`config.mk`:
```
export PLATFORM = sky130hd
export DESIGN_NAME = spec_track_l1
export DESIGN_NICKNAME = d
export VERILOG_FILES = /design/src/rtl/spec_trk_pkg.sv /design/src/rtl/spec_line_store.sv /design/src/rtl/spec_snoop_check.sv /design/src/rtl/spec_clean_fsm.sv /design/src/rtl/spec_track_l1.sv
export SDC_FILE = /design/constraint.sdc
export NUM_CORES = 1
export LEC_CHECK = 0
export ABC_CLOCK_PERIOD_IN_PS = 3300
export BUFFER_PORTS_ARGS = -buffer_cell sky130_fd_sc_hd__clkbuf_2
export CAP_MARGIN = 0
export CORE_UTILIZATION = 31
export DETAILED_ROUTE_END_ITERATION = 10
export GPL_ROUTABILITY_DRIVEN = 0
export SETUP_SLACK_MARGIN = 0.02
export SYNTH_ARGS = -nofsm -noshare
export SYNTH_HDL_FRONTEND = slang
export SYNTH_SLANG_ARGS = --single-unit
```
`constraint.sdc`:
```
create_clock -name clk -period 3.3 [get_ports clk]
set_clock_uncertainty 0.15 [all_clocks]
set_input_delay 0 -clock clk [delete_from_list [all_inputs] [get_ports clk]]
set_output_delay 0 -clock clk [all_outputs]
set_load 0.02 [all_outputs]
```
`src/rtl/spec_trk_pkg.sv`:
```
package spec_trk_pkg;

  typedef struct packed {
    logic valid;
    logic dirty;
    logic excl;
    logic rmark;
    logic wmark;
  } line_flags_t;

  // state after an accepted core access
  function automatic line_flags_t core_update(line_flags_t f, logic hit, logic we, logic spec);
    line_flags_t n;
    n = hit ? f : '0;
    n.valid = 1'b1;
    if (we) begin
      n.dirty = 1'b1;
      n.excl  = 1'b1;
      n.wmark = n.wmark | spec;
    end else begin
      n.rmark = n.rmark | spec;
    end
    return n;
  endfunction

  // state after a remote snoop hits the line
  function automatic line_flags_t snoop_update(line_flags_t f, logic inv);
    line_flags_t n;
    n = f;
    if (inv) n = '0;
    else     n.excl = 1'b0;
    return n;
  endfunction

  // region-wide flash operations
  function automatic line_flags_t flash_update(line_flags_t f, logic commit, logic abort);
    line_flags_t n;
    n = f;
    if (abort) begin
      if (f.wmark) begin
        n.valid = 1'b0;
        n.dirty = 1'b0;
        n.excl  = 1'b0;
      end
      n.rmark = 1'b0;
      n.wmark = 1'b0;
    end else if (commit) begin
      n.rmark = 1'b0;
      n.wmark = 1'b0;
    end
    return n;
  endfunction

  function automatic logic snoop_clash(line_flags_t f, logic inv);
    return inv ? (f.rmark | f.wmark) : f.wmark;
  endfunction

  function automatic logic needs_clean(line_flags_t f, logic hit, logic we, logic spec);
    return we && spec && hit && f.dirty && !f.wmark;
  endfunction

endpackage

```
`src/rtl/spec_line_store.sv`:
```
module spec_line_store
  import spec_trk_pkg::*;
#(
  parameter int LINES = 8,
  parameter int TAGW  = 5,
  localparam int IDXW = $clog2(LINES)
) (
  input  logic            clk,
  input  logic            rst_n,
  input  logic [IDXW-1:0] a_idx,
  output line_flags_t     a_flags,
  output logic [TAGW-1:0] a_tag,
  input  logic [IDXW-1:0] b_idx,
  output line_flags_t     b_flags,
  output logic [TAGW-1:0] b_tag,
  input  logic            core_wr,
  input  logic [IDXW-1:0] core_idx,
  input  logic [TAGW-1:0] core_tag,
  input  line_flags_t     core_flags,
  input  logic            snp_upd,
  input  logic [IDXW-1:0] snp_idx,
  input  logic            snp_inv,
  input  logic            clean_en,
  input  logic [IDXW-1:0] clean_idx,
  input  logic            flash_commit,
  input  logic            flash_abort
);

  line_flags_t     fl [LINES];
  logic [TAGW-1:0] tg [LINES];

  assign a_flags = fl[a_idx];
  assign a_tag   = tg[a_idx];
  assign b_flags = fl[b_idx];
  assign b_tag   = tg[b_idx];

  for (genvar i = 0; i < LINES; i++) begin : g_line
    line_flags_t nxt;
    always_comb begin
      nxt = fl[i];
      if (clean_en && clean_idx == IDXW'(i)) nxt.dirty = 1'b0;
      if (snp_upd && snp_idx == IDXW'(i))    nxt = snoop_update(nxt, snp_inv);
      nxt = flash_update(nxt, flash_commit, flash_abort);
      if (core_wr && core_idx == IDXW'(i))   nxt = core_flags;
    end
    always_ff @(posedge clk) begin
      if (!rst_n) begin
        fl[i] <= '0;
        tg[i] <= '0;
      end else begin
        fl[i] <= nxt;
        if (core_wr && core_idx == IDXW'(i)) tg[i] <= core_tag;
      end
    end
  end

endmodule

```
`src/rtl/spec_snoop_check.sv`:
```
module spec_snoop_check
  import spec_trk_pkg::*;
#(
  parameter int TAGW = 5
) (
  input  logic            snp_valid,
  input  logic            snp_inv,
  input  logic [TAGW-1:0] snp_tag,
  input  line_flags_t     line_f,
  input  logic [TAGW-1:0] line_tag,
  input  logic            region,
  output logic            snp_hit,
  output logic            clash
);

  assign snp_hit = snp_valid && line_f.valid && (line_tag == snp_tag);
  assign clash   = region && snp_hit && snoop_clash(line_f, snp_inv);

endmodule

```
`src/rtl/spec_clean_fsm.sv`:
```
module spec_clean_fsm #(
  parameter int AW = 8
) (
  input  logic          clk,
  input  logic          rst_n,
  input  logic          start,
  input  logic [AW-1:0] start_addr,
  input  logic          wb_ack,
  output logic          wb_valid,
  output logic [AW-1:0] wb_addr,
  output logic          done
);

  typedef enum logic {WB_IDLE, WB_WAIT} wb_state_t;
  wb_state_t st;

  assign wb_valid = (st == WB_WAIT);
  assign done     = wb_valid && wb_ack;

  always_ff @(posedge clk) begin
    if (!rst_n) begin
      st      <= WB_IDLE;
      wb_addr <= '0;
    end else if (st == WB_IDLE) begin
      if (start) begin
        st      <= WB_WAIT;
        wb_addr <= start_addr;
      end
    end else if (wb_ack) begin
      st <= WB_IDLE;
    end
  end

endmodule

```
`src/rtl/spec_track_l1.sv`:
```
module spec_track_l1
  import spec_trk_pkg::*;
#(
  parameter int LINES = 8,
  parameter int AW    = 8
) (
  input  logic          clk,
  input  logic          rst_n,
  input  logic          cpu_valid,
  input  logic          cpu_we,
  input  logic [AW-1:0] cpu_addr,
  output logic          cpu_ready,
  output logic          rsp_valid,
  output logic          rsp_hit,
  output logic          rsp_own,
  input  logic          spec_begin,
  input  logic          spec_commit,
  input  logic          spec_abort,
  output logic          in_region,
  input  logic          snp_valid,
  input  logic          snp_inv,
  input  logic [AW-1:0] snp_addr,
  output logic          wb_valid,
  output logic [AW-1:0] wb_addr,
  input  logic          wb_ack,
  output logic          conflict_abort,
  output logic          overflow_abort,
  output logic          restore_ckpt
);

  localparam int IDXW = $clog2(LINES);
  localparam int TAGW = AW - IDXW;

  logic [IDXW-1:0] c_idx, s_idx;
  logic [TAGW-1:0] c_tag, s_tag, c_ltag, s_ltag;
  line_flags_t     c_f, s_f, c_new;
  logic            region_q;

  assign c_idx = cpu_addr[IDXW-1:0];
  assign c_tag = cpu_addr[AW-1:IDXW];
  assign s_idx = snp_addr[IDXW-1:0];
  assign s_tag = snp_addr[AW-1:IDXW];

  // named internal events
  logic c_hit, ctrl_cycle, base_ok, overflow_ev, clean_ev, evict_ev;
  logic wb_start, accept, snp_hit, conflict_ev, abort_ev, commit_ev, wb_done;
  logic [AW-1:0] wb_start_addr;

  assign c_hit       = c_f.valid && (c_ltag == c_tag);
  assign ctrl_cycle  = snp_valid || spec_begin || spec_commit || spec_abort;
  assign base_ok     = cpu_valid && !ctrl_cycle && !wb_valid;
  assign overflow_ev = base_ok && !c_hit && c_f.valid && (c_f.rmark || c_f.wmark);
  assign clean_ev    = base_ok && needs_clean(c_f, c_hit, cpu_we, region_q);
  assign evict_ev    = base_ok && !c_hit && c_f.valid && c_f.dirty;
  assign wb_start    = !overflow_ev && (clean_ev || evict_ev);
  assign accept      = base_ok && !overflow_ev && !clean_ev && !evict_ev;
  assign wb_start_addr = c_hit ? cpu_addr : {c_ltag, c_idx};
  assign abort_ev    = region_q && (spec_abort || conflict_ev || overflow_ev);
  assign commit_ev   = region_q && spec_commit && !abort_ev;
  assign c_new       = core_update(c_f, c_hit, cpu_we, region_q);

  assign cpu_ready = accept;
  assign in_region = region_q;

  spec_line_store #(.LINES(LINES), .TAGW(TAGW)) u_store (
    .clk(clk), .rst_n(rst_n),
    .a_idx(c_idx), .a_flags(c_f), .a_tag(c_ltag),
    .b_idx(s_idx), .b_flags(s_f), .b_tag(s_ltag),
    .core_wr(accept), .core_idx(c_idx), .core_tag(c_tag), .core_flags(c_new),
    .snp_upd(snp_hit), .snp_idx(s_idx), .snp_inv(snp_inv),
    .clean_en(wb_done), .clean_idx(wb_addr[IDXW-1:0]),
    .flash_commit(commit_ev), .flash_abort(abort_ev)
  );

  spec_snoop_check #(.TAGW(TAGW)) u_snoop (
    .snp_valid(snp_valid), .snp_inv(snp_inv), .snp_tag(s_tag),
    .line_f(s_f), .line_tag(s_ltag), .region(region_q),
    .snp_hit(snp_hit), .clash(conflict_ev)
  );

  spec_clean_fsm #(.AW(AW)) u_clean (
    .clk(clk), .rst_n(rst_n),
    .start(wb_start), .start_addr(wb_start_addr), .wb_ack(wb_ack),
    .wb_valid(wb_valid), .wb_addr(wb_addr), .done(wb_done)
  );

  always_ff @(posedge clk) begin
    if (!rst_n) begin
      region_q       <= 1'b0;
      rsp_valid      <= 1'b0;
      rsp_hit        <= 1'b0;
      rsp_own        <= 1'b0;
      conflict_abort <= 1'b0;
      overflow_abort <= 1'b0;
      restore_ckpt   <= 1'b0;
    end else begin
      if (abort_ev || commit_ev)       region_q <= 1'b0;
      else if (!region_q && spec_begin) region_q <= 1'b1;
      rsp_valid      <= accept;
      rsp_hit        <= c_hit;
      rsp_own        <= cpu_we && !(c_hit && c_f.excl);
      conflict_abort <= conflict_ev;
      overflow_abort <= overflow_ev;
      restore_ckpt   <= abort_ev;
    end
  end

endmodule

```
==> reports/qor.txt, run 1 <==
initial antenna violation count -> 0
Seq/Total Area, Yosys -> 42.67%
Pins Over Slew Limit -> 0
Clock Power Share -> 36.5%
Final #Nets -> 617
dpl hpwl -> 13340 µm
combinational cell fraction of total power -> 14.1%
Top Ports -> 43
post-route cell area -> 6415 µm²
NetSw -> 0.6826 mW
Cell Pwr Density -> 402.5 nW/µm²
Cell Chain, Critical Path -> mux2_1, o22ai_1, o21a_1, o221ai_2, or4_1, o22ai_4, or4b_1, o31ai_1
crit path to -> u_store.fl[5][1]
global-route wire length before repair -> 27020 µm
post-synth cell types -> 73
pre-CTS setup slack -> 0.02715 ns
final setup TNS -> 0 ns
CP startpoint kind -> flip-flop
worst rel slew slack -> 37.43%
worst min path class -> primary input to flip-flop
Setup Fix Bufs, Post-CTS -> 0
share of flip-flops with an asynchronous set or reset -> 0%
Final min period -> 3.134 ns
Cells after DPL -> 797
RSZ-0062 raised after global routing -> false
run status -> complete, no violations
commonest non-fill, non-tap cell in the layout -> nor2_1
WL final -> 17300 µm
htree depth -> 3
via/cell ratio -> 5.777
CP required -> 3.40 ns
total power draw -> 2.582 mW
fin crit share -> 94.97%
Initial DRT Pass Iterations -> 5
Die X -> 134.5 µm
worst r2r dst -> u_store.fl[5][1]
Syn-to-layout area delta -> 17.86%
initial core utilization -> 31.58%
Remaining Overflow, GRT -> 0
Total GRT Usage -> 19.91%
Final Util -> 37.22%
CTS tree -> yes
yosys synthesis warning count -> 0
CP startpoint -> u_store.tg[6][3]
largest net degree at the start of global routing -> 26
share of cells above drive strength 1 -> 26.51%
clk_lat worst skew -> 0.35 ns
Max-cap violations -> 0
synthesized net count -> 545
Root Buffer -> clkbuf_16
drt drc -> 0
Worst R2R Start -> u_store.tg[6][3]
clock slew at reported path FFs -> 0.07 ns
post-synthesis register bit count -> 96
Die H -> 134.5 µm
ant diodes -> 0
DRT iter0 DRCs -> 563
slowest stage delay, CP -> 0.68 ns
Avg Inst Size Synth -> 10.49 µm²
number of flops mapped to enable cells by yosys -> 40
Worst R2R Path Depth -> 8
Static Leak -> 2.278 nW
critical path arrival -> 3.24 ns
vias in the first global route -> 4692
Fin Hold WS -> 0.02109 ns
Max stage delay cell, worst path -> or4_1
reg-to-reg slack, setup -> 0.17 ns
Syn Inst Count -> 519
Max VDD drop -> 0.2485 mV
fin cells -> 821
Vias -> 4743
DP Area -> 6067 µm²
WL/cell -> 21.07 µm
Post-DRT Antenna Nets -> 0
most frequent cells in the layout -> nor2_1, dfxtp_1, clkbuf_2, buf_4, edfxtp_1
Crit. End Element -> flip-flop
Net Sw Frac -> 26.43%
critical path class -> flip-flop to flip-flop
Core Rows -> 48
maximum buffer depth of the clock tree -> 2
Post-Syn Area -> 5443 µm²
CTS buffer count -> 9
final worst slack -> 0.1659 ns
Power Internal -> 1.900 mW
CTS sink count -> 96
Worst Tran Pin Value -> 0.9376 ns
Core Region -> 17240 µm²
Flop pwr share -> 49.4%
Max Fclk -> 319.1 MHz
endpoints failing hold -> 0
Die ar. -> 18090 µm²
Synth Flop Type -> dfxtp_1
Crit Path Max Fanout -> 7
setup violators final -> 0
I/O Buffers -> 42
-- layer usage --
metal / share of wire [%] / GRT usage, % / wire length, µm
met5: 0 / 0 / 0
met4: 3.3 / 8.801 / 576
met1: 42 / 26.54 / 7200
met2: 45 / 30.94 / 7832
met3: 9.7 / 4.354 / 1686
-- power by group through the flow --
stage	Clock, mW	Combinational, mW	Sequential, mW
3_5_place_dp	0	0.347	1.30
6_report	0.942	0.363	1.28
2_1_floorplan	0	0.222	1.29
5_1_grt	1.00	0.385	1.28
4_1_cts	0.948	0.356	1.28
3_3_place_gp	0	0.344	1.30
-- flip-flops by register name, indices dropped and copies added (netlist names) --
name	count
u_store.tg	40
u_clean.wb_valid	1
rsp_valid	1
conflict_abort	1
u_clean.wb_addr	8
rsp_hit	1
overflow_abort	1
rsp_own	1
restore_ckpt	1
in_region	1
u_store.fl	40
-- critical path, delay by kind of cell, from the launching register on --
| family | cells | cell delay [ns] |
|---|---|---|
| simple gates | 2 | 1.16 |
| mux | 1 | 0.32 |
| compound gates | 5 | 0.97 |
| flops | 1 | 0.44 |
-- worst min path at each step --
stage                            end  cells past startpoint  slack (ns)         from
floorplan                    rsp_own                      2       -0.04       cpu_we
global placement           in_region                      3        0.08   spec_begin
detailed placement         in_region                      3        0.11   spec_begin
CTS                 u_store.tg[7][0]                      3        0.02  cpu_addr[3]
global route        u_store.tg[5][4]                      3        0.05  cpu_addr[7]
finish              u_store.tg[1][4]                      3        0.02  cpu_addr[7]
-- cells in the mapped netlist (2+ instances only) --
cell	count	area share [%]
a211oi_1	4	0.55
a21oi_1	16	1.5
a22oi_1	3	0.41
and2_1	2	0.23
and3_1	3	0.34
buf_1	2	0.14
buf_2	12	1.1
buf_6	5	1.0
buf_8	2	0.55
clkbuf_1	9	0.62
clkinv_1	5	0.34
dfxtp_1	56	21
edfxtp_1	40	22
inv_1	23	1.6
mux2_1	6	1.2
mux2_2	11	2.3
mux2i_1	17	3.1
mux2i_4	2	0.83
mux4_2	21	8.7
nand2_1	19	1.3
nand2b_1	9	1.0
nand3_1	8	0.74
nand3_2	4	0.74
nand3_4	4	1.3
nand3b_1	2	0.28
nand4_1	11	1.3
nor2_1	66	4.6
nor2b_1	2	0.23
nor3_1	5	0.46
nor4_1	2	0.23
o211ai_1	5	0.69
o21a_1	7	0.97
o21ai_0	24	2.2
o21ai_1	7	0.64
o221ai_1	6	0.97
o22ai_1	26	3.0
o31a_1	2	0.32
o31ai_1	12	1.7
o32ai_1	10	1.6
or2_2	5	0.57
or3_1	3	0.34
or4b_1	3	0.55
xnor2_1	7	1.1
xor2_1	2	0.32
-- kinds of logic (layout without fill, tap and decap cells) --
| family | Yosys count | in the layout | synth area share, % |
|---|---|---|---|
| AO/OA/AOI/OAI | 139 | 139 | 18.25 |
| XOR/XNOR | 10 | 10 | 1.747 |
| buffers and inverters | 60 | 137 | 5.586 |
| flip-flops | 96 | 96 | 42.67 |
| multiplexers | 57 | 57 | 16.16 |
| AND/OR/NAND/NOR | 157 | 157 | 15.59 |
-- layout make-up --
cell class,count,area [µm²]
multi-input combinational,363,2828
inverter,29,108.9
timing repair buffer,92,618.1
tap,225,281.5
sequential,96,2322
clock buffer,11,232.7
fill,1680,10820
clock inverter,5,23.77
-- timing repair --
action,in CTS,in global routing
endpoints found under the setup margin,0,49
hold buffers,8,0
endpoints found under the hold margin,8,0
resized for setup,0,6
(Power assumes the default switching activity.)
==> run 2, diff against run 1 <==
CTS_BUF_LIST = sky130_fd_sc_hd__clkbuf_2 sky130_fd_sc_hd__clkbuf_4 sky130_fd_sc_hd__clkbuf_8   (was not set)
REMOVE_ABC_BUFFERS = 1   (was not set)
==> run 2 against run 1 <==
- wire length increased by 2.8%
- cell area decreased by 1.1%
- core utilization fell by 0.40 points
- total power fell by 5.7%
- combinational power increased by 1%
- global-route usage increased by 0.43 points
- count of clock-buffer cells in the layout stayed put
- sequential share of layout area up 0.39 points
- critical path depth grew 1
- highest routed layer unchanged
==> reports/qor.txt, run 2 (same netlist as run 1, synthesis figures left out) <==
CP startpoint -> u_store.tg[4][3]
critical path arrival -> 3.21 ns (-0.03 ns)
cell family with most CP delay -> compound AO/OA/AOI/OAI gates
worst min path class -> primary input to flip-flop
initial antenna violation count -> 0 (unchanged)
reg-to-reg slack, setup -> 0.20 ns (+0.04 ns)
Cell Pwr Density -> 383.6 nW/µm² (-4.7%)
Worst Tran Pin Value -> 0.9042 ns (-0.03339 ns)
Static Leak -> 2.242 nW (-1.6%)
Buf/Inv on CP -> 1 (+1)
worst rel slew slack -> 39.66% (+2.2 points)
Initial DRT Pass Iterations -> 5 (unchanged)
Die ar. -> 18090 µm² (unchanged)
Core Rows -> 48 (unchanged)
CTS buffer count -> 9 (unchanged)
via/cell ratio -> 5.813 (+0.62%)
WL final -> 17780 µm (+2.8%)
Clock Power Share -> 32.3% (-4.2 points)
Max-cap violations -> 0 (unchanged)
Worst R2R Start -> u_store.tg[4][3]
Remaining Overflow, GRT -> 0 (unchanged)
Top Ports -> 43 (unchanged)
combinational cell fraction of total power -> 15.1% (+1.0 points)
CTS tree -> yes
Vias -> 4755 (+0.25%)
fin cells -> 818 (-0.37%)
Hold Path Origin -> cpu_addr[4]
most frequent cells in the layout -> nor2_1, dfxtp_1, clkbuf_2, edfxtp_1, buf_4
I/O Buffers -> 42 (unchanged)
final setup TNS -> 0 ns (unchanged)
clock slew at reported path FFs -> 0.09 ns (+0.02 ns)
Max Fclk -> 323.0 MHz (+1.2%)
critical path class -> flip-flop to flip-flop
Final #Nets -> 614 (-0.49%)
Fillers -> 1704 (+1.4%)
setup violators final -> 0 (unchanged)
top flop regs -> u_store.fl x40, u_store.tg x40, u_clean.wb_addr x8
NetSw -> 0.6746 mW (-1.2%)
Final min period -> 3.096 ns (-0.03773 ns)
maximum buffer depth of the clock tree -> 2 (unchanged)
endpoints failing hold -> 0 (unchanged)
Cells after DPL -> 792 (-0.63%)
Crit Path Max Fanout -> 6 (-1)
Cell Chain, Critical Path -> mux2_2, o22ai_1, o21a_1, o221a_2, a311o_2, nand4_1, buf_4, o22ai_1, o22ai_1
initial core utilization -> 31.58% (unchanged)
Power Internal -> 1.760 mW (-7.3%)
DRT iter0 DRCs -> 564 (+0.18%)
slowest stage delay, CP -> 0.46 ns (-0.22 ns)
ant diodes -> 0 (unchanged)
vias in the first global route -> 4711 (+0.40%)
RSZ-0062 raised after global routing -> false
Crit. End Element -> flip-flop
Core Region -> 17240 µm² (unchanged)
largest net degree at the start of global routing -> 29 (+12%)
global-route wire length before repair -> 27590 µm (+2.1%)
Max stage delay cell, worst path -> edfxtp_1
clk_lat worst skew -> 0.39 ns (+0.04 ns)
CTS sink count -> 96 (unchanged)
Flop pwr share -> 52.6% (+3.2 points)
CP most frequent cell -> o22ai_1
Root Buffer -> clkbuf_8
commonest non-fill, non-tap cell in the layout -> nor2_1
Total GRT Usage -> 20.34% (+0.43 points)
dpl hpwl -> 13320 µm (-0.15%)
Net Sw Frac -> 27.71% (+1.3 points)
CP required -> 3.41 ns (about the same)
Pins Over Slew Limit -> 0 (unchanged)
Max VDD drop -> 0.1483 mV (-40%)
share of cells above drive strength 1 -> 26.31% (-0.20 points)
Die X -> 134.5 µm (unchanged)
fin crit share -> 93.83% (-1.1 points)
CP startpoint kind -> flip-flop
Post-DRT Antenna Nets -> 0 (unchanged)
htree depth -> 3 (unchanged)
Syn-to-layout area delta -> 16.60%
WL/cell -> 21.73 µm (+3.2%)
run status -> complete, no violations
Die H -> 134.5 µm (unchanged)
drt drc -> 0 (unchanged)
## run 2: cell types whose count changed in the layout (fill, tap and decap cells not counted), moves of 4 or more
| cell | before | now |
|---|---|---|
| clkbuf_8 | 0 | 9 |
| clkbuf_16 | 9 | 0 |
| o21ai_1 | 10 | 14 |
| o21ai_0 | 21 | 17 |
| buf_4 | 41 | 35 |
## run 2: worst register-to-register path: cells and delay by family, from the launching register on
kind	cells	cell delay (ns)
AND/OR/NAND/NOR	1	0.34
multiplexers	1	0.30
flip-flops	1	0.46
buffers and inverters	1	0.31
AO/OA/AOI/OAI	6	1.42
## run 2: timing repair
| item | 4_1_cts | 5_1_grt |
|---|---|---|
| setup endpoints to repair | 0 | 59 |
| gates resized for setup | 0 | 11 |
| buffers inserted | 0 | 0 |
| hold buffers | 10 | 0 |
| hold endpoints to repair | 22 | 0 |
## run 2: cell type report
cell class | instances | area (µm²) | area share [%]
repair buffers | 89 | 613.1 | 9.661
inverters | 29 | 108.9 | 1.715
flip-flops and latches | 96 | 2322 | 36.59
clock inverters | 5 | 47.55 | 0.7492
well taps | 225 | 281.5 | 4.436
clock buffers | 11 | 138.9 | 2.188
multi-input cells | 363 | 2834 | 44.66
## run 2: layer usage
metal / part of all wire, % / global-route usage, % / up-vias
li1: - / - / 2118
met1: 43 / 27.39 / 2363
met2: 47 / 32.58 / 244
met3: 7.6 / 3.078 / 30
met4: 2.4 / 8.489 / 0
met5: 0 / 0 / -
## run 2: final timing paths
kind                        end  depth (start not counted)
max reg2reg    u_store.fl[4][3]                          9
min            u_store.tg[6][1]                          3
max            u_store.fl[4][3]                          9
min reg2reg  u_clean.wb_addr[3]                          2
## run 2: per-stage QoR
step | util (%) | setup WS [ns] | total power, mW | hold WS [ns] | instance area, µm²
2_1_floorplan | - | 0.4309 | 1.477 | -0.03621 | 5248
5_1_grt | 36.82 | 0.09355 | 2.499 | 0.05076 | 6346
3_5_place_dp | 35.05 | 0.01780 | 1.651 | 0.1132 | 6042
3_3_place_gp | 35.05 | 0.07834 | 1.645 | 0.09379 | 6042
6_report | 36.82 | 0.2036 | 2.435 | 0.02351 | 6346
4_1_cts | 36.72 | 0.04505 | 2.420 | 0.004643 | 6329
## run 2: power by group through the flow
stage               logic [mW]  registers, mW  clock network [mW]
floorplan                0.180           1.30                   0
global route             0.388           1.28               0.829
global placement         0.340           1.30                   0
CTS                      0.356           1.28               0.785
finish                   0.367           1.28               0.787
detailed placement       0.346           1.31                   0
